[src/rtl/gpe_pkg.sv]
package gpe_pkg;
  typedef enum logic [2:0] {
    ST_IDLE, ST_READ, ST_LATCH, ST_CALC, ST_DIV, ST_WRITE
  } gpe_state_e;

  typedef struct packed {
    logic [7:0] r;
    logic [7:0] g;
    logic [7:0] b;
  } rgb8_t;
endpackage

[src/rtl/gpe_unpack.sv]
module gpe_unpack
  import gpe_pkg::*;
(
  input  logic [15:0] pix_i,
  output rgb8_t       rgb_o
);
  // 5-6-5 fields widened by zero fill on the right
  always_comb begin
    rgb_o.r = {pix_i[15:11], 3'b000};
    rgb_o.g = {pix_i[10:5],  2'b00};
    rgb_o.b = {pix_i[4:0],   3'b000};
  end
endmodule

[src/rtl/gpe_luma_w.sv]
module gpe_luma_w
  import gpe_pkg::*;
(
  input  rgb8_t      rgb_i,
  output logic [7:0] y_o
);
  logic [9:0] rb_sum;
  always_comb begin
    rb_sum = 10'(rgb_i.r) + 10'(rgb_i.r) + 10'(rgb_i.r) + 10'(rgb_i.b);
    y_o    = 8'(rb_sum[9:3]) + 8'(rgb_i.g[7:1]);
  end
endmodule

[src/rtl/gpe_div_iter.sv]
module gpe_div_iter #(
  parameter int IN_W    = 10,
  parameter int Q_W     = 8,
  parameter int DIVISOR = 3
) (
  input  logic            clk,
  input  logic            rst_n,
  input  logic            load_i,
  input  logic [IN_W-1:0] dividend_i,
  output logic            fin_o,
  output logic [Q_W-1:0]  quot_o
);
  localparam logic [IN_W-1:0] DIV_V = IN_W'(DIVISOR);

  logic            busy_q, busy_d;
  logic [IN_W-1:0] rem_q, rem_d;
  logic [Q_W-1:0]  quo_q, quo_d;
  logic            under;

  // a difference below zero ends the loop; the remainder stays un-subtracted
  assign under  = rem_q < DIV_V;
  assign fin_o  = busy_q && under;
  assign quot_o = quo_q;

  always_comb begin
    busy_d = busy_q;
    rem_d  = rem_q;
    quo_d  = quo_q;
    if (load_i) begin
      busy_d = 1'b1;
      rem_d  = dividend_i;
      quo_d  = '0;
    end else if (busy_q) begin
      if (under) begin
        busy_d = 1'b0;
      end else begin
        rem_d = rem_q - DIV_V;
        quo_d = quo_q + 1'b1;
      end
    end
  end

  always_ff @(posedge clk or negedge rst_n) begin
    if (!rst_n) begin
      busy_q <= 1'b0;
      rem_q  <= '0;
      quo_q  <= '0;
    end else begin
      busy_q <= busy_d;
      rem_q  <= rem_d;
      quo_q  <= quo_d;
    end
  end

  p_load_clears_r4: assert property (@(posedge clk) disable iff (!rst_n)
    load_i |=> (busy_q && quo_q == '0));
  p_step_r4: assert property (@(posedge clk) disable iff (!rst_n)
    (busy_q && !under && !load_i) |=> (quo_q == $past(quo_q) + 1'b1));
endmodule

[src/rtl/gray_pixel_engine.sv]
module gray_pixel_engine
  import gpe_pkg::*;
#(
  parameter int ADDR_W    = 12,
  parameter int PIX_W     = 16,
  parameter int SRC_BASE  = 'h200,
  parameter int DST_BASE  = 'h584,
  parameter int PIX_COUNT = 900
) (
  input  logic              clk,
  input  logic              rst_n,
  input  logic              start_i,
  input  logic              avg_mode_i,
  output logic [ADDR_W-1:0] mem_addr_o,
  input  logic [PIX_W-1:0]  mem_rdata_i,
  output logic [PIX_W-1:0]  mem_wdata_o,
  output logic              mem_we_o,
  output logic              done_o,
  output logic              dump_o
);
  localparam int CNT_W = (PIX_COUNT > 1) ? $clog2(PIX_COUNT) : 1;
  localparam logic [CNT_W-1:0] LAST_IDX = CNT_W'(PIX_COUNT - 1);
  localparam logic [ADDR_W-1:0] SRC_A = ADDR_W'(SRC_BASE);
  localparam logic [ADDR_W-1:0] DST_A = ADDR_W'(DST_BASE);

  gpe_state_e       state_q, state_d;
  logic [CNT_W-1:0] idx_q, idx_d;
  logic [15:0]      pix_q, pix_d;
  logic [7:0]       y_q, y_d;
  logic             mode_q, mode_d;
  logic             done_q, done_d;
  logic             dump_q, dump_d;
  logic             div_load, div_fin;
  logic [7:0]       y_w, y_a;
  logic [9:0]       ch_sum;
  rgb8_t            rgb;

  gpe_unpack u_unpack (.pix_i(pix_q), .rgb_o(rgb));
  gpe_luma_w u_luma   (.rgb_i(rgb), .y_o(y_w));

  assign ch_sum = 10'(rgb.r) + 10'(rgb.g) + 10'(rgb.b);

  gpe_div_iter #(.IN_W(10), .Q_W(8), .DIVISOR(3)) u_div (
    .clk(clk), .rst_n(rst_n), .load_i(div_load), .dividend_i(ch_sum),
    .fin_o(div_fin), .quot_o(y_a)
  );

  always_comb begin
    state_d  = state_q;
    idx_d    = idx_q;
    pix_d    = pix_q;
    y_d      = y_q;
    mode_d   = mode_q;
    done_d   = done_q;
    dump_d   = 1'b0;
    div_load = 1'b0;
    unique case (state_q)
      ST_IDLE: if (start_i) begin
        state_d = ST_READ;
        idx_d   = '0;
        mode_d  = avg_mode_i;
        done_d  = 1'b0;
      end
      ST_READ:  state_d = ST_LATCH;
      ST_LATCH: begin
        pix_d   = mem_rdata_i;
        state_d = ST_CALC;
      end
      ST_CALC: begin
        if (mode_q) begin
          div_load = 1'b1;
          state_d  = ST_DIV;
        end else begin
          y_d     = y_w;
          state_d = ST_WRITE;
        end
      end
      ST_DIV: if (div_fin) begin
        y_d     = y_a;
        state_d = ST_WRITE;
      end
      ST_WRITE: begin
        if (idx_q == LAST_IDX) begin
          state_d = ST_IDLE;
          done_d  = 1'b1;
          dump_d  = 1'b1;
        end else begin
          idx_d   = idx_q + 1'b1;
          state_d = ST_READ;
        end
      end
      default: state_d = ST_IDLE;
    endcase
  end

  always_ff @(posedge clk or negedge rst_n) begin
    if (!rst_n) begin
      state_q <= ST_IDLE;
      idx_q   <= '0;
      pix_q   <= '0;
      y_q     <= '0;
      mode_q  <= 1'b0;
      done_q  <= 1'b0;
      dump_q  <= 1'b0;
    end else begin
      state_q <= state_d;
      idx_q   <= idx_d;
      pix_q   <= pix_d;
      y_q     <= y_d;
      mode_q  <= mode_d;
      done_q  <= done_d;
      dump_q  <= dump_d;
    end
  end

  assign mem_we_o    = (state_q == ST_WRITE);
  assign mem_addr_o  = mem_we_o ? (DST_A + ADDR_W'(idx_q)) : (SRC_A + ADDR_W'(idx_q));
  assign mem_wdata_o = {y_q[7:3], y_q[7:2], y_q[7:3]};
  assign done_o      = done_q;
  assign dump_o      = dump_q;

  p_dump_single_r9: assert property (@(posedge clk) disable iff (!rst_n)
    dump_o |=> !dump_o);
  p_done_rise_dump_r9: assert property (@(posedge clk) disable iff (!rst_n)
    $rose(done_o) |-> dump_o);
  p_done_hold_r9: assert property (@(posedge clk) disable iff (!rst_n)
    (done_o && !start_i) |=> done_o);
  p_we_range_r6: assert property (@(posedge clk) disable iff (!rst_n)
    mem_we_o |-> (mem_addr_o >= DST_A && mem_addr_o < DST_A + ADDR_W'(PIX_COUNT)));
  p_busy_no_done_r10: assert property (@(posedge clk) disable iff (!rst_n)
    mem_we_o |-> !done_o);
endmodule

[config.mk]
export PLATFORM = sky130hd
export DESIGN_NAME = gray_pixel_engine
export DESIGN_NICKNAME = d
export VERILOG_FILES = /design/src/rtl/gpe_pkg.sv /design/src/rtl/gpe_unpack.sv /design/src/rtl/gpe_luma_w.sv /design/src/rtl/gpe_div_iter.sv /design/src/rtl/gray_pixel_engine.sv
export SDC_FILE = /design/constraint.sdc
export NUM_CORES = 1
export LEC_CHECK = 0
export BUFFER_PORTS_ARGS = -buffer_cell sky130_fd_sc_hd__buf_2
export CORE_ASPECT_RATIO = 0.8
export CORE_UTILIZATION = 50
export DETAILED_ROUTE_END_ITERATION = 7
export GPL_TIMING_DRIVEN = 0
export PLACE_DENSITY = 0.8
export SLEW_MARGIN = 20
export SYNTH_ARGS = -nofsm -noshare
export SYNTH_HDL_FRONTEND = slang
export SYNTH_SLANG_ARGS = --single-unit
[constraint.sdc]
create_clock -name clk -period 3.24 [get_ports clk]
set_clock_uncertainty 0.05 [all_clocks]
set_input_delay 0.162 -clock clk [delete_from_list [all_inputs] [get_ports clk]]
set_output_delay 0.162 -clock clk [all_outputs]
set_load 0.005 [all_outputs]
==> reports/results.txt, run 1 <==
Status = finished, final reports clean
CP startpoint kind = flip-flop
Worst path max stage delay = 0.48 ns
Antenna violations before repair = 0
Vias/cell = 5.40
RSZ-0062 raised after global routing = yes
Worst skew pair latency = 0.34 ns
Synth cell types = 50
Ant. Diodes = 0
Post-synthesis sequential area ratio = 38.4%
Synth warnings = 0
FF-to-FF path depth = 10
Area growth syn-to-layout = 20.4%
Post-route ant nets = 0
R2r startpoint = pix_q[1]
Max-cap violations = 0
Synthesized area = 3720 µm²
TritonCTS Buffers = 9
Cell mode on critical path = ha_1
Endpoints failing hold = 0
Area leader, netlist = dfrtp_1
Avg WL per Cell = 14.2 µm
Fmax = 322 MHz
Proportion of layout cells with a drive suffix above 1 = 25.4%
Count leader, synth = dfrtp_1
Worst Path Buf+Inv = 0
Deepest clock path buffer count = 2
Number of synthesized flops with an enable pin = 0
All-Layer GR Usage = 21.7%
CTS clock-pin slew for the worst setup and hold paths = 0.06 ns
Reg2reg end = y_q[5]
Worst-path maximum fanout = 3
Core area = 7030 µm²
Crit. End Element = flip-flop
Die Area = 7790 µm²
Hold Crit Depth = 2
Synthesized flop and latch total = 57
Gate Count Post-Synth = 375
CP arrival = 3.32 ns
CTS tree = built
Via count = 2937
Tmin final = 3.10 ns
Die H = 79.1 µm
Starting Density = 52.9%
Net Count, Synth = 427
Vias in the first global route = 2884
I/O Buffers = 50
Die width = 98.4 µm
Family with the most delay on the worst path = adder cells
First-pass GRT wire length = 13100 µm
Number of core rows = 27
Largest net degree at the start of global routing = 58
Root buffer cell = clkbuf_8
Grt ovf = 0
Hold path start = mem_rdata_i[2]
Clk sinks = 57
Setup CP Type = reg2reg
Detail Placement HPWL = 5690 µm
Syn_area_per_cell = 9.91 µm²
Iter 0 DRT Violations = 187
Worst-margin pin slew = 0.885 ns
Top cell type's share of synthesized area = 38.4%
Hold Slack = 0.00571 ns
I/O Pins = 51
H-Tree Depth = 3
Slew margin rel. = 40.7%
Reg-to-reg slack, setup = 0.14 ns
Hold Path Class = in2reg
Top_reg_cell synth = dfrtp_1
Placer Congestion = 0.901
Drt pass-1 iters = 7
Final count of negative-setup-slack endpoints = 0
Ys async rst share = 100%
Synth area leaders = dfrtp_1 (38%), ha_1 (6.7%), fa_1 (6.5%)
Crit-path slowest cell = fa_1
Crit path required time = 3.46 ns
Max Slew Vio Count = 0
Crit-path cells = fa_1, ha_1, fa_2, a21o_1, a21oi_2, xnor2_2, ha_1, a21boi_1, or3_1, a21oi_1
Most instantiated cells after synthesis = dfrtp_1 (57), nand2_1 (37), nor2_1 (36)
Fin crit share = 95.7%
Total Routed Length = 7720 µm
Worst Hold End = pix_q[2]
Post-route DRC = 0
Layout Nets = 505
## worst register-to-register path: cells and delay by family, from the launching register on
family                     cells  cell delay [ns]
xor gates and xnor gates       1             0.11
DFF                            1             0.43
AOI/OAI and AO/OA              4             0.64
and+or+nand+nor                1             0.40
adders and majority gates      4             1.41
## layout by cell type (no fill, tap or decap), types with 6 or more instances in the layout
| cell | count |
|---|---|
| a21oi_1 | 18 |
| and2_1 | 6 |
| buf_2 | 53 |
| buf_4 | 15 |
| clkbuf_1 | 6 |
| clkbuf_8 | 11 |
| dfrtp_1 | 55 |
| dlygate4sd3_1 | 16 |
| fa_1 | 11 |
| ha_1 | 20 |
| inv_1 | 14 |
| mux2_2 | 14 |
| mux2i_1 | 7 |
| nand2_1 | 37 |
| nand3_1 | 9 |
| nor2_1 | 36 |
| nor3_1 | 11 |
| o21ai_0 | 18 |
| or3_1 | 6 |
| xnor2_1 | 22 |
| xor2_1 | 9 |
## state kept, by name, summed over array words and instances (netlist names)
register      cells
u_div.busy_q      1
idx_q            10
done_o            1
u_div.quot_o      8
mode_q            1
pix_q            16
dump_o            1
y_q               6
u_div.rem_q      10
state_q           3
## area by class of cell
type,instances,area [µm²]
fill,579,2550
multi-input combinational,280,2120
sequential,57,1430
timing repair buffer,67,420
clock buffer,12,155
buffer,23,148
tap,87,109
inverter,15,56.3
clock inverter,3,40.0
## what timing repair did
item	4_1_cts	5_1_grt
pin swaps	1	3
setup buffers	0	1
resized for setup	4	7
setup endpoints to repair	1	3
hold endpoints to repair	72	0
hold buffers	16	0
## metrics by stage
stage	cell area [µm²]	TNS [ns]	worst slack (ns)	cells	util [%]
global route	4480	-0.00556	-0.00556	544	63.7
CTS	4440	0	0.00229	543	63.2
floorplan	3720	0	0.302	375	-
finish	4480	0	0.138	544	63.7
global placement	4080	-0.0109	-0.0109	512	58.0
detailed placement	4080	-0.124	-0.124	512	58.0
## routing by layer
metal	global-route usage, %	share of wire (%)
met5	0	0
met4	7.31	1.4
met3	5.11	4.7
met2	35.0	47
met1	28.9	47
## worst max path at each step
stage,from,cells past startpoint,end,slack (ns)
3_3_place_gp,pix_q[1],11,y_q[7],-0.01
3_5_place_dp,pix_q[1],11,y_q[7],-0.12
4_1_cts,pix_q[1],10,y_q[5],0.002
5_1_grt,pix_q[1],10,y_q[5],-0.006
2_1_floorplan,pix_q[1],11,y_q[7],0.30
6_report,pix_q[1],10,y_q[5],0.14
## cell families (layout without fill, tap and decap cells)
kind of cell    Yosys count  after routing  share of synthesized area (%)
flops                    57             57                           38.4
fa+ha+maj                32             32                           13.2
buf+inv                  38            120                           5.49
compound gates           66             66                           11.9
simple gates            129            129                           17.4
xor+xnor                 32             32                           7.54
mux                      21             21                           6.13
Power of run 1 is left out: the tool's default activity adds up to more than one toggle a clock period on the data nets, which glitch-free logic cannot reach.
==> run 2: changes to the inputs <==
--- a/config.mk
+++ b/config.mk
@@ -13,2 +13,3 @@
 export PLACE_DENSITY = 0.8
+export SKIP_LAST_GASP = 1
 export SLEW_MARGIN = 20
==> constraint.sdc (replaced) <==
create_clock -name clk -period 3.24 [get_ports clk]
set_clock_uncertainty 0.05 [all_clocks]
set_input_delay 0.324 -clock clk [delete_from_list [all_inputs] [get_ports clk]]
set_output_delay 0.324 -clock clk [all_outputs]
set_load 0.005 [all_outputs]
==> run 2 against run 1 <==
  * The flow now finishes with violations (negative hold slack)
  * Critical path depth is the same
  * Via count is 2.7% lower
  * Final area is 3.6% lower
  * Clock-buffer cell count unchanged
  * Fmax rose by 0.12%
  * First-iteration DRC count decreased by 9.1%
  * Routed wire length fell by 2.0%
  * Utilization down 2.3 points
  * Register-to-register slack about the same
  * Worst setup slack better by 0.0036 ns
  * Worst hold slack worse by 0.023 ns
  * Highest routed layer unchanged
==> reports/results.txt, run 2 (synthesized netlist as in run 1, its figures left out) <==
Antenna violations before repair = 0 (unchanged)
Reg-to-reg slack, setup = 0.14 ns (about the same)
Reg2reg end = y_q[5]
Largest net degree at the start of global routing = 58 (unchanged)
Drt pass-1 iters = 7 (unchanged)
All-Layer GR Usage = 21.3% (-0.37 points)
Core area = 7030 µm² (unchanged)
Vias/cell = 5.41 (+0.29%)
Crit path required time = 3.46 ns (about the same)
Deepest clock path buffer count = 2 (unchanged)
First-pass GRT wire length = 12900 µm (-1.8%)
FF-to-FF path depth = 10 (unchanged)
Final count of negative-setup-slack endpoints = 0 (unchanged)
I/O Pins = 51 (unchanged)
Worst-margin pin slew = 0.907 ns (+0.0217 ns)
Status = finished with violations
Vias in the first global route = 2793 (-3.2%)
RSZ-0062 raised after global routing = yes
Die Area = 7790 µm² (unchanged)
Max-cap violations = 0 (unchanged)
Avg WL per Cell = 14.3 µm (+0.95%)
Setup CP Type = reg2reg
Hold Path Class = in2async
Most frequent cells in the layout = dfrtp_1 (55), buf_2 (53), nand2_1 (37), nor2_1 (36), xnor2_1 (22)
Die H = 79.1 µm (unchanged)
Hold Slack = -0.0173 ns (-0.0230 ns)
Tmin final = 3.10 ns (-0.00358 ns)
Fmax = 323 MHz (+0.12%)
Root buffer cell = clkbuf_8
Slew margin rel. = 39.2% (-1.5 points)
Post-route ant nets = 0 (unchanged)
Total Routed Length = 7570 µm (-2.0%)
Grt ovf = 0 (unchanged)
Storage cell area = 1430 µm² (unchanged)
Top flop regs = pix_q x16, idx_q x10, u_div.rem_q x10
Crit. End Element = flip-flop
Starting Density = 52.9% (unchanged)
Placer Congestion = 0.901 (unchanged)
Biggest register = pix_q
Max Slew Vio Count = 0 (unchanged)
CP startpoint kind = flip-flop
Fin crit share = 95.6% (-0.11 points)
CTS tree = built
CP arrival = 3.31 ns (about the same)
Proportion of layout cells with a drive suffix above 1 = 26.3% (+0.92 points)
Area of the multi-input gates = 2120 µm² (unchanged)
Number of core rows = 27 (unchanged)
Ant. Diodes = 0 (unchanged)
Post-route DRC = 0 (unchanged)
Largest register FFs = 16 (unchanged)
Die width = 98.4 µm (unchanged)
Failing checks = negative hold slack
Commonest non-fill, non-tap cell in the layout = dfrtp_1
Endpoints failing hold = 31 (+31)
TritonCTS Buffers = 9 (unchanged)
Layout Nets = 489 (-3.2%)
CTS clock-pin slew for the worst setup and hold paths = 0.06 ns (about the same)
Iter 0 DRT Violations = 170 (-9.1%)
Clk sinks = 57 (unchanged)
I/O Buffers = 50 (unchanged)
Detail Placement HPWL = 5690 µm (unchanged)
Area growth syn-to-layout = 16.1%
H-Tree Depth = 3 (unchanged)
Via count = 2859 (-2.7%)
Fillers = 593 (+2.4%)
R2r startpoint = pix_q[1]
CTS Hold Bufs = 0 (-16)
Worst-path maximum fanout = 3 (unchanged)
Worst skew pair latency = 0.34 ns (about the same)
-- run 2: stage by stage --
step	setup TNS, ns	std cells	instance area, µm²	setup slack (ns)	utilization [%]
after floorplan	0	375	3720	0.302	-
after global placement	-0.0109	512	4080	-0.0109	58.0
after detailed placement	-0.124	512	4080	-0.124	58.0
after CTS	0	527	4280	0.00229	61.0
after global routing	-0.00556	528	4320	-0.00556	61.4
final	0	528	4320	0.141	61.4
-- run 2: worst max path at each step --
stage	slack [ns]	from	depth (start not counted)	to
final	0.14	pix_q[1]	10	y_q[5]
after global routing	-0.006	pix_q[1]	10	y_q[5]
after CTS	0.002	pix_q[1]	10	y_q[5]
after detailed placement	-0.12	pix_q[1]	11	y_q[7]
after global placement	-0.01	pix_q[1]	11	y_q[7]
after floorplan	0.30	pix_q[1]	11	y_q[7]
-- run 2: final cells by class --
cell class	count	area share [%]
multi-input cells	280	49.1
repair buffers	51	6.03
plain buffers	23	3.42
inverters	15	1.30
well taps	87	2.52
clock inverters	3	0.928
flip-flops and latches	57	33.1
clock buffers	12	3.60
-- run 2: critical path, cell delays in order, from the launching register on --
cell	delay, ns
dfrtp_2	0.43
fa_1	0.48
ha_1	0.24
fa_2	0.35
a21o_1	0.17
a21oi_2	0.17
xnor2_2	0.10
ha_1	0.33
a21boi_1	0.16
or3_1	0.40
a21oi_1	0.14
-- run 2: repair_timing --
| action | 4_1_cts | 5_1_grt |
|---|---|---|
| pin swaps | 1 | 3 |
| buffers inserted | 0 | 1 |
| endpoints found under the setup margin | 1 | 3 |
| gates resized for setup | 4 | 7 |
-- run 2: metal layers --
metal	vias up	wire length [µm]	GRT usage, %
met5	-	0	0
met1	1360	3520	28.9
met4	0	46	7.31
li1	1414	-	-
met3	6	439	5.11
met2	79	3560	33.7
Power of run 2 is left out for the same reason.
